==> config.mk <==
export PLATFORM = sky130hd
export DESIGN_NAME = clk_root_slice
export DESIGN_NICKNAME = d
export VERILOG_FILES = /design/src/rtl/clk_root_pkg.sv /design/src/rtl/clk_root_regs.sv /design/src/rtl/clk_root_divchain.sv /design/src/rtl/clk_root_slice.sv
export SDC_FILE = /design/constraint.sdc
export NUM_CORES = 1
export LEC_CHECK = 0
export BUFFER_PORTS_ARGS = -buffer_cell sky130_fd_sc_hd__buf_4
export CAP_MARGIN = 20
export CORE_MARGIN = 2
export CORE_UTILIZATION = 54
export DETAILED_ROUTE_END_ITERATION = 16
export PLACE_DENSITY = 0.95
export SKIP_CTS_REPAIR_TIMING = 1
export SKIP_LAST_GASP = 1
export SLEW_MARGIN = 10
export SYNTH_ARGS = -nofsm -noshare
export SYNTH_HDL_FRONTEND = slang
export SYNTH_SLANG_ARGS = --single-unit
export TNS_END_PERCENT = 1
==> constraint.sdc <==
create_clock -name clk -period 4 [get_ports clk]
set_clock_uncertainty 0.05 [all_clocks]
set_input_delay 0.8 -clock clk [delete_from_list [all_inputs] [get_ports clk]]
set_output_delay 0.8 -clock clk [all_outputs]
set_load 0.01 [all_outputs]
==> src/rtl/clk_root_pkg.sv <==
package clk_root_pkg;
    localparam int CTRL_W      = 32;
    localparam int SEL_LSB     = 24;
    localparam int SEL_W       = 3;
    localparam int PRE_LSB     = 16;
    localparam int PRE_W       = 3;
    localparam int POST_LSB    = 0;
    localparam int POST_W      = 6;
    localparam int CORE_POST_W = 3;
    localparam int GATE_BIT    = 28;

    typedef struct packed {
        logic [SEL_W-1:0]  sel;
        logic [PRE_W-1:0]  pre;
        logic [POST_W-1:0] post;
        logic              gate;
        logic [SEL_W-1:0]  sel_a;
        logic [SEL_W-1:0]  sel_b;
        logic              tgt_b;
    } regs_t;

    typedef struct packed {
        logic [PRE_W-1:0]  pre_cnt;
        logic [POST_W-1:0] post_cnt;
        logic [PRE_W-1:0]  act_pre;
        logic [POST_W-1:0] act_post;
        logic [SEL_W-1:0]  act_sel;
        logic              out;
    } div_t;

    function automatic logic [CTRL_W-1:0] ctrl_mask(input bit core);
        logic [CTRL_W-1:0] m;
        m = '0;
        m[SEL_LSB +: SEL_W] = '1;
        m[GATE_BIT] = 1'b1;
        if (core) begin
            m[POST_LSB +: CORE_POST_W] = '1;
        end else begin
            m[PRE_LSB +: PRE_W] = '1;
            m[POST_LSB +: POST_W] = '1;
        end
        return m;
    endfunction
endpackage

==> src/rtl/clk_root_regs.sv <==
module clk_root_regs
    import clk_root_pkg::*;
#(
    parameter bit CORE = 1'b0
) (
    input  logic              clk,
    input  logic              rst_n,
    input  logic              wr_en,
    input  logic [CTRL_W-1:0] wr_data,
    output logic [CTRL_W-1:0] rd_data,
    output logic [SEL_W-1:0]  sel_a,
    output logic [SEL_W-1:0]  sel_b,
    output logic [SEL_W-1:0]  sel_live,
    output logic [PRE_W-1:0]  cfg_pre,
    output logic [POST_W-1:0] cfg_post,
    output logic              gate_en
);
    regs_t r_d, r_q;
    logic [PRE_W-1:0]  pre_in;
    logic [POST_W-1:0] post_in;

    generate
        if (CORE) begin : g_core
            assign pre_in  = '0;
            assign post_in = {{(POST_W-CORE_POST_W){1'b0}}, wr_data[POST_LSB +: CORE_POST_W]};
        end else begin : g_full
            assign pre_in  = wr_data[PRE_LSB +: PRE_W];
            assign post_in = wr_data[POST_LSB +: POST_W];
        end
    endgenerate

    always_comb begin
        r_d = r_q;
        if (wr_en) begin
            r_d.sel  = wr_data[SEL_LSB +: SEL_W];
            r_d.pre  = pre_in;
            r_d.post = post_in;
            r_d.gate = wr_data[GATE_BIT];
            if (r_q.tgt_b) begin
                r_d.sel_b = wr_data[SEL_LSB +: SEL_W];
            end else begin
                r_d.sel_a = wr_data[SEL_LSB +: SEL_W];
            end
            r_d.tgt_b = !r_q.tgt_b;
        end
    end

    always_ff @(posedge clk or negedge rst_n) begin
        if (!rst_n) begin
            r_q <= '0;
        end else begin
            r_q <= r_d;
        end
    end

    always_comb begin
        rd_data = '0;
        rd_data[SEL_LSB +: SEL_W]   = r_q.sel;
        rd_data[PRE_LSB +: PRE_W]   = r_q.pre;
        rd_data[POST_LSB +: POST_W] = r_q.post;
        rd_data[GATE_BIT]           = r_q.gate;
    end

    // the interface written last is the one opposite the current target
    assign sel_live = r_q.tgt_b ? r_q.sel_a : r_q.sel_b;
    assign sel_a    = r_q.sel_a;
    assign sel_b    = r_q.sel_b;
    assign cfg_pre  = r_q.pre;
    assign cfg_post = r_q.post;
    assign gate_en  = r_q.gate;
endmodule

==> src/rtl/clk_root_divchain.sv <==
module clk_root_divchain
    import clk_root_pkg::*;
#(
    parameter int NUM_SRC = 8
) (
    input  logic               clk,
    input  logic               rst_n,
    input  logic [NUM_SRC-1:0] src_tick,
    input  logic               gate_en,
    input  logic [SEL_W-1:0]   cfg_sel,
    input  logic [PRE_W-1:0]   cfg_pre,
    input  logic [POST_W-1:0]  cfg_post,
    output logic               clk_out,
    output logic               sel_tick,
    output logic               cfg_take,
    output logic [PRE_W-1:0]   act_pre,
    output logic [POST_W-1:0]  act_post
);
    localparam int PAD_W = 1 << SEL_W;

    div_t s_d, s_q;
    logic [PAD_W-1:0] tick_pad;
    logic wrap_pre, wrap_post, period_end;

    always_comb begin
        tick_pad = '0;
        tick_pad[NUM_SRC-1:0] = src_tick;
    end

    assign sel_tick   = tick_pad[s_q.act_sel];
    assign wrap_pre   = (s_q.pre_cnt == s_q.act_pre);
    assign wrap_post  = (s_q.post_cnt == s_q.act_post);
    assign period_end = sel_tick && wrap_pre && wrap_post;
    assign cfg_take   = !gate_en || period_end;

    always_comb begin
        s_d = s_q;
        s_d.out = gate_en && period_end;
        if (!gate_en) begin
            s_d.pre_cnt  = '0;
            s_d.post_cnt = '0;
        end else if (sel_tick) begin
            if (wrap_pre) begin
                s_d.pre_cnt = '0;
                s_d.post_cnt = wrap_post ? '0 : s_q.post_cnt + 1'b1;
            end else begin
                s_d.pre_cnt = s_q.pre_cnt + 1'b1;
            end
        end
        if (cfg_take) begin
            s_d.act_sel  = cfg_sel;
            s_d.act_pre  = cfg_pre;
            s_d.act_post = cfg_post;
        end
    end

    always_ff @(posedge clk or negedge rst_n) begin
        if (!rst_n) begin
            s_q <= '0;
        end else begin
            s_q <= s_d;
        end
    end

    assign clk_out  = s_q.out;
    assign act_pre  = s_q.act_pre;
    assign act_post = s_q.act_post;
endmodule

==> src/rtl/clk_root_slice.sv <==
module clk_root_slice
    import clk_root_pkg::*;
#(
    parameter int NUM_SRC = 8,
    parameter bit CORE    = 1'b0
) (
    input  logic               clk,
    input  logic               rst_n,
    input  logic               wr_en,
    input  logic [31:0]        wr_data,
    output logic [31:0]        rd_data,
    input  logic [NUM_SRC-1:0] src_tick,
    output logic [2:0]         sel_a,
    output logic [2:0]         sel_b,
    output logic               clk_out
);
    logic [SEL_W-1:0]  sel_live;
    logic [PRE_W-1:0]  cfg_pre, act_pre;
    logic [POST_W-1:0] cfg_post, act_post;
    logic              gate_en, sel_tick, cfg_take;

    clk_root_regs #(.CORE(CORE)) u_regs (
        .clk      (clk),
        .rst_n    (rst_n),
        .wr_en    (wr_en),
        .wr_data  (wr_data),
        .rd_data  (rd_data),
        .sel_a    (sel_a),
        .sel_b    (sel_b),
        .sel_live (sel_live),
        .cfg_pre  (cfg_pre),
        .cfg_post (cfg_post),
        .gate_en  (gate_en)
    );

    clk_root_divchain #(.NUM_SRC(NUM_SRC)) u_div (
        .clk      (clk),
        .rst_n    (rst_n),
        .src_tick (src_tick),
        .gate_en  (gate_en),
        .cfg_sel  (sel_live),
        .cfg_pre  (cfg_pre),
        .cfg_post (cfg_post),
        .clk_out  (clk_out),
        .sel_tick (sel_tick),
        .cfg_take (cfg_take),
        .act_pre  (act_pre),
        .act_post (act_post)
    );
endmodule

==> results of run 1 <==
-- state kept, by name, summed over array words and instances, names as in the netlist --
name,cells
u_div.clk_out,1
u_regs.rd_data,3
u_div.act_pre,3
u_div.act_post,6
u_div.s_q,12
u_regs.sel_b,3
u_regs.sel_a,3
u_regs.cfg_pre,3
u_regs.cfg_post,6
u_regs.gate_en,1
u_regs.r_q,1
-- final cells by class --
type / count / area [sq um]
Tap cell: 50 / 62.6
Fill cell: 312 / 1480
Clock inverter: 3 / 68.8
Sequential cell: 42 / 1050
Clock buffer: 5 / 68.8
Inverter: 1 / 3.75
Timing Repair Buffer: 43 / 323
Multi-Input combinational cell: 123 / 1000
-- power breakdown --
part	internal [mW]	switching, mW
Sequential	0.516	0.104
Combinational	0.267	0.189
Clock	0.250	0.148
-- per-stage QoR --
step                      cells  cell area (sq um)   util  worst slack [ns]
after floorplan             210               2390      -              1.57
after global placement      259               2440  0.603              1.42
after detailed placement    259               2440  0.603              1.39
after CTS                   267               2580  0.636              1.63
after global routing        267               2580  0.636              1.42
final                       267               2580  0.636              1.63
-- worst paths after layout --
check / from / endpoint / slack, ns
hold / removal: rst_n / u_regs.rd_data[26]$_DFFE_PN0P_ / 0.42
setup / recovery: u_div.s_q[1]$_DFFE_PN0P_ / u_div.act_post[1]$_DFFE_PN0P_ / 1.63
setup reg to reg: u_div.s_q[1]$_DFFE_PN0P_ / u_div.act_post[1]$_DFFE_PN0P_ / 1.63
hold reg to reg: u_regs.rd_data[24]$_DFFE_PN0P_ / u_regs.rd_data[24]$_DFFE_PN0P_ / 0.48
max in group asynchronous: rst_n / u_div.act_post[1]$_DFFE_PN0P_ / 3.12
min in group clk: u_regs.rd_data[24]$_DFFE_PN0P_ / u_regs.rd_data[24]$_DFFE_PN0P_ / 0.48
-- cells in the final DEF (no fill, tap or decap), types with 2 or more instances in the layout --
cell       instances
buf_4             43
dfrtp_1           42
mux2_2            24
conb_1            19
nand2_1           10
mux2_4            10
xor2_1             7
a21oi_1            7
nand3_1            5
clkbuf_8           5
o21ai_0            4
mux2i_1            4
xnor2_1            3
mux2_1             3
or3_1              3
nand4b_1           3
mux4_2             2
nor2_1             2
o22ai_1            2
ha_1               2
bufinv_16          2
-- routing by layer --
layer	part of all wire	up-vias	track usage	wire (microns)
li1	-	664	-	-
met5	0	-	0	0
met4	0.026	0	0.0769	106
met3	0.074	14	0.0567	302
met2	0.53	69	0.331	2170
met1	0.37	687	0.201	1500
-- critical path, cell delays in order (launching register included) --
cell,delay (ns)
dfrtp_1,0.59
mux2_2,0.39
mux4_2,0.53
nand2_4,0.16
o21ai_4,0.17
mux2_4,0.35
-- cells by family (layout without fill, tap and decap cells) --
family | Yosys count | count (layout) | synth area share
buf+inv | 45 | 52 | 0.145
fa+ha+maj | 2 | 2 | 0.0108
compound gates | 17 | 17 | 0.0452
xor+xnor | 10 | 10 | 0.0377
mux | 43 | 43 | 0.232
simple gates | 32 | 32 | 0.0759
other cells | 1 | 19 | 0.00161
flops | 42 | 42 | 0.452
==> impl_metrics.tcl, run 1 <==
set metrics [dict create \
    die_x_microns 69.6 \
    cts_tree "built" \
    dominantRegCellSynth "dfrtp_1" \
    period_share 0.594 \
    grt.total_usage 0.184 \
    fin_nets 261 \
    vias_per_cell 5.37 \
    wl_per_cell_microns 15.3 \
    clkTransAtPathRegs_ns 0.09 \
    power_mw 1.48 \
    synth_common_cells "dfrtp_1 (42), buf_4 (38), mux2_2 (24)" \
    synth-async-reset-ratio 1.00 \
    slew_violations 0 \
    grt_pass1_wl_microns 7110 \
    initial_core_util 0.573 \
    drtPass1Iterations 4 \
    cts_sinks 42 \
    io_buffers 43 \
    setup_viol 0 \
    worstPathRequired_ns 4.13 \
    cts.path.max_buffers 2 \
    end_kind "flip-flop" \
    yosysMostFrequentCell "dfrtp_1" \
    design.die.area_sq_um 4850 \
    synth_area_per_cell_sq_um 12.1 \
    rsz0062_at_grt "false" \
    max_cap_violations 0 \
    crit_type "flip-flop to flip-flop" \
    cts_buffers 5 \
    tightest_slew_ns 0.548 \
    rows 23 \
    clock_latency_ns 0.30 \
    ys_seq_area_frac 0.452 \
    wirelength_microns 4080 \
    dpl.hpwl_microns 2970 \
    synth_cell_types 37 \
    cp_max_fo 12 \
    drt_iter0_drc 59 \
    power_density_nw_per_um2 571 \
    synth_area_leader_cell "dfrtp_1" \
    rr_worst_depth 5 \
    ant_nets 0 \
    max_slew_margin 0.633 \
    grt_max_degree 43 \
    ir_worst_vdd_mv 0.445 \
    min_path_type "primary input to async pin" \
    num_vias 1434 \
    startpoint_type "flip-flop" \
    die_h_microns 69.6 \
    synthesis.area_sq_um 2320 \
    synth_warnings 0 \
    antenna_cells 0 \
    drc 0 \
    synth_cells 192 \
    cts_max_level 2 \
    max_freq_mhz 421 \
    io_pins 82 \
    synth_area_leaders "dfrtp_1 (45%), buf_4 (12%), mux2_2 (12%), mux2_4 (6.5%), xor2_1 (2.6%)" \
    area_growth_pct 11.1 \
    setup_tns_ns 0 \
    root_buffer "clkbuf_8" \
    power.leakage_nw 1.21 \
    timing.final.crit_period_ns 2.37 \
    routabilityCongestion 0.839 \
    outcome "complete, no violations" \
    ys_seq_elements 42 \
    core-area_sq_um 4060 \
    synth_top_area_frac 0.452 \
    first_global_vias 1592 \
    drive_gt1_frac 0.415 \
    overflow 0 \
    hold_ws_ns 0.416 \
    worst_ep_arrival_time_ns 2.50 \
    antenna_found_initial 0 \
    finalHoldViolCount 0 \
    synth-edff-count 0 \
]
No activity file was read; power rests on OpenSTA's default activity.
==> run 2: changes to the inputs <==
--- a/config.mk
+++ b/config.mk
@@ -5,12 +5,13 @@
 export SDC_FILE = /design/constraint.sdc
 export NUM_CORES = 1
 export LEC_CHECK = 0
+export ABC_AREA = 1
 export BUFFER_PORTS_ARGS = -buffer_cell sky130_fd_sc_hd__buf_4
 export CAP_MARGIN = 20
 export CORE_MARGIN = 2
-export CORE_UTILIZATION = 54
+export CORE_UTILIZATION = 51
 export DETAILED_ROUTE_END_ITERATION = 16
-export PLACE_DENSITY = 0.95
+export PLACE_DENSITY = 0.93
 export SKIP_CTS_REPAIR_TIMING = 1
 export SKIP_LAST_GASP = 1
 export SLEW_MARGIN = 10
==> constraint.sdc (replaced) <==
create_clock -name clk -period 2.2 [get_ports clk]
set_clock_uncertainty 0.05 [all_clocks]
set_input_delay 0.44 -clock clk [delete_from_list [all_inputs] [get_ports clk]]
set_output_delay 0.44 -clock clk [all_outputs]
set_load 0.01 [all_outputs]
==> impl_metrics.tcl, run 2 <==
set metrics [dict create \
    synth_area_leader_cell "dfrtp_1" \
    max_cap_violations 0 \
    synth_xor_area_frac 0.0248 \
    wl_met2_microns 2530 \
    worst_ep_arrival_time_ns 1.35 \
    synth-async-reset-ratio 1.00 \
    fin_nets 387 \
    seqCellArea_sq_um 1050 \
    r2r-end "u_div.s_q[17]$_DFFE_PN0P_" \
    ir_worst_vdd_mv 0.555 \
    clock_latency_ns 0.30 \
    finish.instance_area_sq_um 2700 \
    timing.final.crit_period_ns 1.84 \
    io_buffers 43 \
    worstPathRequired_ns 1.71 \
    synth.area.mux_share 0 \
    dominantRegCellSynth "dfrtp_1" \
    end_kind "output pin" \
    reg2reg_slack_ns 0.56 \
    cts_max_level 2 \
    core-area_sq_um 4690 \
    area_growth_pct 9.26 \
    layout_setup_ws_ns 0.361 \
    ys_seq_area_frac 0.425 \
    drc 0 \
    die_x_microns 73.6 \
    cp_max_fo 15 \
    grt.total_usage 0.193 \
    dp_slack_ns 0.634 \
    period_share 0.836 \
    min_path_type "primary input to async pin" \
    wl_per_cell_microns 12.1 \
    drt_iter0_drc 87 \
    rows 25 \
    startpoint_type "flip-flop" \
    cts_buffers 5 \
    overflow 0 \
    met1Wirelength_microns 1920 \
    drive_gt1_frac 0.201 \
    synth-simple-area-share 0.320 \
    antenna_found_initial 0 \
    setup_tns_ns 0 \
    drtPass1Iterations 4 \
    root_buffer "clkbuf_8" \
    die_h_microns 73.6 \
    synth_top_family_by_area "simple AND/OR/NAND/NOR gates" \
    synth-edff-count 0 \
    regMostFlops "u_div.s_q" \
    max_slew_margin 0.656 \
    synth_warnings 0 \
    crit_type "flip-flop to output pin" \
    layout_commonest_cell "nand2_1" \
    design.die.area_sq_um 5420 \
    synth_cells 318 \
    place_area_sq_um 2600 \
    max_freq_mhz 544 \
    synth_area_leaders "dfrtp_1 (43%), nand2_1 (17%), buf_4 (12%), nand3_1 (7.1%), inv_1 (4.7%)" \
    wirelength_microns 4820 \
    power_density_nw_per_um2 925 \
    outcome "complete, no violations" \
    yosysMostFrequentCell "nand2_1" \
    slew_violations 0 \
    cts_sinks 42 \
    synth_area_per_cell_sq_um 7.77 \
    antenna_cells 0 \
    io_pins 82 \
    rsz0062_at_grt "false" \
    power_mw 2.50 \
    synthAdderAreaFrac 0.0101 \
    vias_per_cell 5.06 \
    finalHoldViolCount 0 \
    grt_pass1_wl_microns 8090 \
    num_vias 2009 \
    synth_compound_area_frac 0.0299 \
    wl_met3_microns 300 \
    final_cell_mix "nand2_1 (112), buf_4 (44), dfrtp_1 (42)" \
    initial_core_util 0.527 \
    multi_input_area_sq_um 1020 \
    cts.path.max_buffers 2 \
    first_global_vias 1887 \
    power.leakage_nw 1.50 \
    rr_worst_depth 5 \
    synth_cell_types 26 \
    dp.cells 389 \
    clkTransAtPathRegs_ns 0.09 \
    dpl.hpwl_microns 3450 \
    largest_register_ffs 12 \
    routabilityCongestion 0.829 \
    synth_common_cells "nand2_1 (112), dfrtp_1 (42), buf_4 (39)" \
    synth_top_area_frac 0.425 \
    tightest_slew_ns 0.516 \
    setup_viol 0 \
    ys_seq_elements 42 \
    routed.top_layer "met4" \
    grt_max_degree 43 \
    nFillCells 387 \
    cts_tree "built" \
    ant_nets 0 \
    stdcell_count 397 \
    reg2reg_from "u_regs.gate_en$_DFFE_PN0P_" \
    synthesis.area_sq_um 2470 \
]
## run 2: metrics by stage
step | utilization | hold WS [ns]
floorplan | - | 0.0944
global placement | 0.555 | 0.402
detailed placement | 0.555 | 0.403
CTS | 0.576 | 0.0803
global route | 0.576 | 0.106
finish | 0.576 | 0.0474
## run 2: how the worst max path moves through the flow
| stage | start | endpoint | slack (ns) |
|---|---|---|---|
| 6_report | u_regs.gate_en$_DFFE_PN0P_ | rd_data[28] | 0.36 |
| 5_1_grt | u_regs.gate_en$_DFFE_PN0P_ | rd_data[28] | 0.31 |
| 4_1_cts | u_regs.gate_en$_DFFE_PN0P_ | rd_data[28] | 0.36 |
| 3_5_place_dp | src_tick[6] | u_div.act_pre[0]$_DFFE_PN0P_ | 0.63 |
| 3_3_place_gp | u_div.s_q[15]$_DFFE_PN0P_ | u_div.s_q[18]$_DFFE_PN0P_ | 0.68 |
| 2_1_floorplan | u_div.s_q[15]$_DFFE_PN0P_ | u_div.s_q[1]$_DFFE_PN0P_ | 0.83 |
## run 2: power breakdown
group / total (mW) / leakage (nW) / switching, mW / internal (mW)
clock: 0.541 / 0.0478 / 0.283 / 0.258
combinational: 0.886 / 0.917 / 0.561 / 0.325
sequential: 1.07 / 0.537 / 0.154 / 0.917
total: 2.50 / 1.50 / 0.998 / 1.50
## run 2: logic make-up after synthesis
group                      after synthesis
adders and majority gates                2
xor gates and xnor gates                 7
and+or+nand+nor                        174
other                                    1
buffers and inverters                   80
AOI/OAI and AO/OA                       12
DFF                                     42
## run 2: critical path, cell delays in order, from the launching register on
cell and delay (ns):
dfrtp_1 0.59, buf_4 0.30, buf_4 0.15
## run 2: layout make-up
cell class	count	share of cell area
Clock buffer	6	0.0306
Clock inverter	2	0.00602
Inverter	35	0.0486
Multi-Input combinational cell	214	0.378
Sequential cell	42	0.389
Tap cell	54	0.0250
Timing Repair Buffer	44	0.122
## run 2: metal layers
metal  global-route usage  vias up
met5                    0        -
met4               0.0788        0
met3               0.0439        8
met2                0.343       78
met1                0.221      949
li1                     -      974
